**src/rtl/bcg_pkg.sv**
```systemverilog
package bcg_pkg;

  typedef enum logic [1:0] {
    CK_NORMAL  = 2'd0,
    CK_REFRESH = 2'd1,
    CK_SYNC    = 2'd2
  } cyc_kind_e;

  typedef enum logic [1:0] {
    FS_LOW,
    FS_HIGH,
    FS_WAIT,
    FS_TRACK
  } fast_st_e;

  // Request code to cycle type; the reserved code falls back to normal.
  function automatic cyc_kind_e decode_req(input logic [1:0] code);
    cyc_kind_e k;
    case (code)
      2'b01:   k = CK_REFRESH;
      2'b10:   k = CK_SYNC;
      default: k = CK_NORMAL;
    endcase
    return k;
  endfunction

endpackage

```
**src/rtl/bcg_slow_div.sv**
```systemverilog
module bcg_slow_div #(
  parameter int LO_CYCLES = 7,
  parameter int HI_CYCLES = 7
) (
  input  logic clk,
  input  logic rst,
  output logic slow_clk,
  output logic slow_clk_n,
  output logic rise_next,
  output logic fall_next
);
  localparam int PERIOD = LO_CYCLES + HI_CYCLES;
  localparam int SW     = $clog2(PERIOD);
  localparam logic [SW-1:0] LAST_CNT = SW'(PERIOD - 1);
  localparam logic [SW-1:0] HI_START = SW'(LO_CYCLES);
  localparam logic [SW-1:0] LO_LAST  = SW'(LO_CYCLES - 1);

  logic [SW-1:0] phase_q;

  always_ff @(posedge clk) begin
    if (rst) begin
      phase_q <= '0;
    end else if (phase_q == LAST_CNT) begin
      phase_q <= '0;
    end else begin
      phase_q <= phase_q + 1'b1;
    end
  end

  always_comb begin
    slow_clk   = (phase_q >= HI_START);
    slow_clk_n = ~slow_clk;
    rise_next  = (phase_q == LO_LAST);
    fall_next  = (phase_q == LAST_CNT);
  end

  // once the slow clock has risen it is still high one cycle later.
  assert_slow_hold_R2: assert property (@(posedge clk) disable iff (rst)
    $rose(slow_clk) |=> slow_clk);

endmodule

```
**src/rtl/bcg_fast_seq.sv**
```systemverilog
module bcg_fast_seq
  import bcg_pkg::*;
#(
  parameter int LO_CYCLES   = 2,
  parameter int HI_NORMAL   = 3,
  parameter int HI_REFRESH  = 8
) (
  input  logic       clk,
  input  logic       rst,
  input  logic [1:0] cyc_req,
  input  logic       slow_clk_i,
  input  logic       slow_rise_next,
  input  logic       slow_fall_next,
  output logic       fast_clk,
  output logic       cyc_start,
  output logic [1:0] cyc_kind
);
  localparam int MAXC = (HI_REFRESH > HI_NORMAL) ?
                        ((HI_REFRESH > LO_CYCLES) ? HI_REFRESH : LO_CYCLES) :
                        ((HI_NORMAL > LO_CYCLES) ? HI_NORMAL : LO_CYCLES);
  localparam int CW = $clog2(MAXC + 1);
  localparam logic [CW-1:0] LO_LAST  = CW'(LO_CYCLES - 1);
  localparam logic [CW-1:0] NRM_LAST = CW'(HI_NORMAL - 1);
  localparam logic [CW-1:0] REF_LAST = CW'(HI_REFRESH - 1);

  fast_st_e        st_q, st_d;
  logic [CW-1:0]   cnt_q, cnt_d;
  cyc_kind_e       kind_q, kind_d;
  logic [CW-1:0]   hi_last;

  always_comb begin
    hi_last = (kind_q == CK_REFRESH) ? REF_LAST : NRM_LAST;
  end

  always_comb begin
    st_d   = st_q;
    cnt_d  = cnt_q;
    kind_d = kind_q;
    case (st_q)
      FS_LOW: begin
        if (cnt_q == LO_LAST) begin
          st_d  = FS_HIGH;
          cnt_d = '0;
        end else begin
          cnt_d = cnt_q + 1'b1;
        end
      end
      FS_HIGH: begin
        if (cnt_q == hi_last) begin
          cnt_d = '0;
          if (kind_q == CK_SYNC) begin
            st_d = slow_rise_next ? FS_TRACK : FS_WAIT;
          end else begin
            st_d   = FS_LOW;
            kind_d = decode_req(cyc_req);
          end
        end else begin
          cnt_d = cnt_q + 1'b1;
        end
      end
      FS_WAIT: begin
        if (slow_rise_next) begin
          st_d = FS_TRACK;
        end
      end
      FS_TRACK: begin
        if (slow_fall_next) begin
          st_d   = FS_LOW;
          cnt_d  = '0;
          kind_d = decode_req(cyc_req);
        end
      end
      default: begin
        st_d  = FS_LOW;
        cnt_d = '0;
      end
    endcase
  end

  always_ff @(posedge clk) begin
    if (rst) begin
      st_q   <= FS_LOW;
      cnt_q  <= '0;
      kind_q <= CK_NORMAL;
    end else begin
      st_q   <= st_d;
      cnt_q  <= cnt_d;
      kind_q <= kind_d;
    end
  end

  always_comb begin
    fast_clk  = (st_q != FS_LOW);
    cyc_start = (st_q == FS_LOW) && (cnt_q == '0);
    cyc_kind  = kind_q;
  end

  // while locked to the slow clock, the slow clock is high.
  assert_track_high_R6: assert property (@(posedge clk) disable iff (rst)
    (st_q == FS_TRACK) |-> slow_clk_i);

  // a sync cycle ends on the same edge as the slow clock falls.
  assert_fall_together_R6: assert property (@(posedge clk) disable iff (rst)
    ($fell(fast_clk) && ($past(kind_q) == CK_SYNC)) |-> $fell(slow_clk_i));

  // the start strobe lasts one master cycle.
  assert_strobe_pulse_R8: assert property (@(posedge clk) disable iff (rst)
    cyc_start |=> !cyc_start);

  // the cycle type only changes when a new cycle starts.
  assert_kind_hold_R8: assert property (@(posedge clk) disable iff (rst)
    !cyc_start |-> $stable(kind_q));

endmodule

```
**src/rtl/bus_clock_gen.sv**
```systemverilog
module bus_clock_gen #(
  parameter int SLOW_LO    = 7,
  parameter int SLOW_HI    = 7,
  parameter int FAST_LO    = 2,
  parameter int FAST_HI    = 3,
  parameter int FAST_HI_RF = 8
) (
  input  logic       clk,
  input  logic       rst,
  input  logic [1:0] cyc_req,
  output logic       slow_clk,
  output logic       slow_clk_n,
  output logic       fast_clk,
  output logic       cyc_start,
  output logic [1:0] cyc_kind
);
  logic rise_next;
  logic fall_next;

  bcg_slow_div #(
    .LO_CYCLES (SLOW_LO),
    .HI_CYCLES (SLOW_HI)
  ) u_slow (
    .clk        (clk),
    .rst        (rst),
    .slow_clk   (slow_clk),
    .slow_clk_n (slow_clk_n),
    .rise_next  (rise_next),
    .fall_next  (fall_next)
  );

  bcg_fast_seq #(
    .LO_CYCLES  (FAST_LO),
    .HI_NORMAL  (FAST_HI),
    .HI_REFRESH (FAST_HI_RF)
  ) u_fast (
    .clk            (clk),
    .rst            (rst),
    .cyc_req        (cyc_req),
    .slow_clk_i     (slow_clk),
    .slow_rise_next (rise_next),
    .slow_fall_next (fall_next),
    .fast_clk       (fast_clk),
    .cyc_start      (cyc_start),
    .cyc_kind       (cyc_kind)
  );

  // the reserved code never appears as a running cycle type.
  assert_no_reserved_R9: assert property (@(posedge clk) disable iff (rst)
    cyc_kind != 2'b11);

endmodule

```
**config.mk**
```make
export PLATFORM = sky130hd
export DESIGN_NAME = bus_clock_gen
export DESIGN_NICKNAME = d
export VERILOG_FILES = /design/src/rtl/bcg_pkg.sv /design/src/rtl/bcg_slow_div.sv /design/src/rtl/bcg_fast_seq.sv /design/src/rtl/bus_clock_gen.sv
export SDC_FILE = /design/constraint.sdc
export NUM_CORES = 1
export LEC_CHECK = 0
export ABC_AREA = 1
export CORE_AREA = 8 8 53 55
export DETAILED_ROUTE_END_ITERATION = 12
export DIE_AREA = 0 0 61 63
export PLACE_DENSITY = 0.68
export SYNTH_ARGS = -nofsm -noshare
export SYNTH_HDL_FRONTEND = slang
export SYNTH_SLANG_ARGS = --single-unit
```
**constraint.sdc**
```tcl
create_clock -name clk -period 2.45 [get_ports clk]
set_clock_uncertainty 0.15 [all_clocks]
set_input_delay 0.49 -clock clk [delete_from_list [all_inputs] [get_ports clk]]
set_output_delay 0.49 -clock clk [all_outputs]
set_load 0.01 [all_outputs]
```
==> results.ini <==
[global_route]
grt_pass1_vias=626
antenna_found_initial=0
grt_max_degree=7
grt_pass1_wl_mm=2.53
grt.total_usage_pct=8.30
overflow=0

[cts]
clock-root-buffer=clkbuf_4
cts_buffers=3
cts.hold.buffers_added=0
cts_sinks=12
cts_max_path_buffers=2
htreeDepth=1
clk_pin_slew_ps=70
cts_resized=0
cts_tree=built
worstSkewPairLatency_ps=260
cts_setup_buffers=0

[yosys]
seq_area_frac_synth_pct=34.0
synth_common_cells=nand2_1 (19), nor2_1 (18), dfxtp_1 (12), inv_1 (11), nand3_1 (7)
synthCells=100
synth_most_common_cell=nand2_1
async_flop_share_pct=0
syn_nets=110
synthTopCellsByArea=dfxtp_1 (34%), ha_1 (11%), nand2_1 (10%), nor2_1 (9.6%), inv_1 (5.9%)
yosysTopAreaCell=dfxtp_1
avgSynthCellArea_um2=7.06
synth_ff_type=dfxtp_1
netlist-cell-type-count=22
synth.ff_latch_count=12
yosysWarnings=0
synth_top_area_share_pct=34.0
synth_edf_count=0
syn_area_um2=706

[sta]
fmax_ghz=0.443
finalSetupTns_ps=0
hold_viol_final=0
worst_slack_ps=192
setup_viol=0
min_period_ps=2260
tightest_slew_ps=246
slew_viol_final=0
maxSlewHeadroom_pct=83.6
min_period_over_period_pct=92.2
rsz0062_at_grt=no

[flow_run]
cap_violations=0

[cells_and_area]
nets=124
stdcell_count=140
n_antenna_cell=0
stdcell_area_um2=853
area_growth_pct=20.9
drive_gt1_share_pct=15.2

[die]
rows=17
fp.dieW_um=61
start_util_pct=34.2
chipHeight_um=63
ios=10
dieArea_um2=3840
core_um2=2060

[power]
ir_drop_uv=338
power_frac_comb_pct=51.0
p_sw_w=0.000338
p_leak_nw=0.394
p_int_w=0.000466
p_sw_share_pct=42.0
finalPower_w=0.000803
seqPwrFrac_pct=34.4
powerDensity_nw_per_um2=942
power_frac_clock_pct=14.7

[critical_path]
reg2reg_from=u_slow.phase_q[0]$_SDFF_PP0_
crit_fanout=5
regToRegSetupSlack_ps=990
critPathKind=flop to output port
cp-end-kind=output port
required_ps=1810
r2r_end=u_fast.cnt_q[1]$_SDFFE_PP0P_
cp-start-kind=flop
rr_worst_depth=6
cp.arrival_ps=1620

[drt]
ant_nets=0
drc=0
drtIter0Drc=17
via_count=622
viasPerCell=4.44
wl_per_cell_um=9.62
routed_wl_mm=1.35
drtPass1Iterations=4

[place]
dp.cells=137
pre_cts_ws_ps=473
globalplace.congestion=0.848
hpwl_mm=1.09
postPlaceCellArea_um2=831
portBuffers=9

[hold_path]
hp-class=flop to flop
min_path_cells=1
min_to=u_slow.phase_q[0]$_SDFF_PP0_
min_from=u_slow.phase_q[0]$_SDFF_PP0_

[outcome]
status=finished clean

==> power groups by stage <==
stage	sequential (W)	clock (W)	combinational, W
6_report	0.000276	0.000118	0.000410
5_1_grt	0.000282	0.000132	0.000477
3_3_place_gp	0.000279	0	0.000406
3_5_place_dp	0.000281	0	0.000414
4_1_cts	0.000276	0.000123	0.000417
2_1_floorplan	0.000276	0	0.000288
==> layer usage <==
metal / vias up / part of all wire (%) / GRT usage, %
li1: 338 / - / -
met1: 271 / 50 / 10.0
met2: 11 / 44 / 12.4
met3: 2 / 4.3 / 2.06
met4: 0 / 1.2 / 5.25
met5: - / 0 / 0
==> kinds of logic after synthesis <==
family                   after synthesis  share of synthesized area, %
adder cells (fa/ha/maj)                6                          10.6
flip-flops                            12                          34.0
buffers and inverters                 15                          7.98
AO/OA/AOI/OAI                          8                          6.74
XOR/XNOR                               3                          3.72
AND/OR/NAND/NOR                       56                          36.9
==> critical path: stages (launching register included) <==
cell             delay [ps]
dfxtp_1                 350
ha_1                    220
nand2_1                  60
inv_1                    50
nor2_1                  120
clkdlybuf4s50_1         560
==> state kept, by name, summed over array words and instances, names as in the netlist, named ones only <==
register and count:
u_fast.cnt_q 4, u_fast.cyc_kind 2, u_fast.st_q 1, u_slow.phase_q 4
==> layout by cell type, fill, tap and decap left out <==
cell type,count
a21oi_1,3
a21oi_2,1
clkbuf_4,3
clkdlybuf4s50_1,9
dfxtp_1,12
ha_1,6
inv_1,11
inv_2,4
nand2_1,19
nand2_2,4
nand2_4,1
nand3_1,7
nand3_2,1
nand4_1,1
nor2_1,18
nor2_2,1
nor2_4,1
nor3_1,2
o21ai_0,1
o21ai_1,2
o21ai_2,1
or2_0,1
xnor2_1,1
xor2_1,2
==> how the worst max path moves through the flow <==
stage                            end  slack, ps                    startpoint  cells after the start
final                     slow_clk_n        190  u_slow.phase_q[0]$_SDFF_PP0_                      5
after global routing      slow_clk_n         90  u_slow.phase_q[0]$_SDFF_PP0_                      5
after CTS                 slow_clk_n        170  u_slow.phase_q[0]$_SDFF_PP0_                      5
after detailed placement    slow_clk        470  u_slow.phase_q[0]$_SDFF_PP0_                      6
after global placement    slow_clk_n        510  u_slow.phase_q[0]$_SDFF_PP0_                      5
after floorplan             slow_clk        880  u_slow.phase_q[0]$_SDFF_PP0_                      5
==> metrics by stage <==
step                hold WS (ps)  utilization, %
detailed placement           331            40.3
finish                       337            41.4
floorplan                    295               -
CTS                          347            41.4
global placement             312            40.3
global route                 366            41.4
==> final cells by class <==
class	instances	area [µm²]
inverter	15	56.3
timing repair buffer	9	90.1
fill	234	1210
tap	28	35.0
multi-input combinational	73	409
sequential	12	240
clock buffer	3	22.5
(Power assumes the default switching activity.)
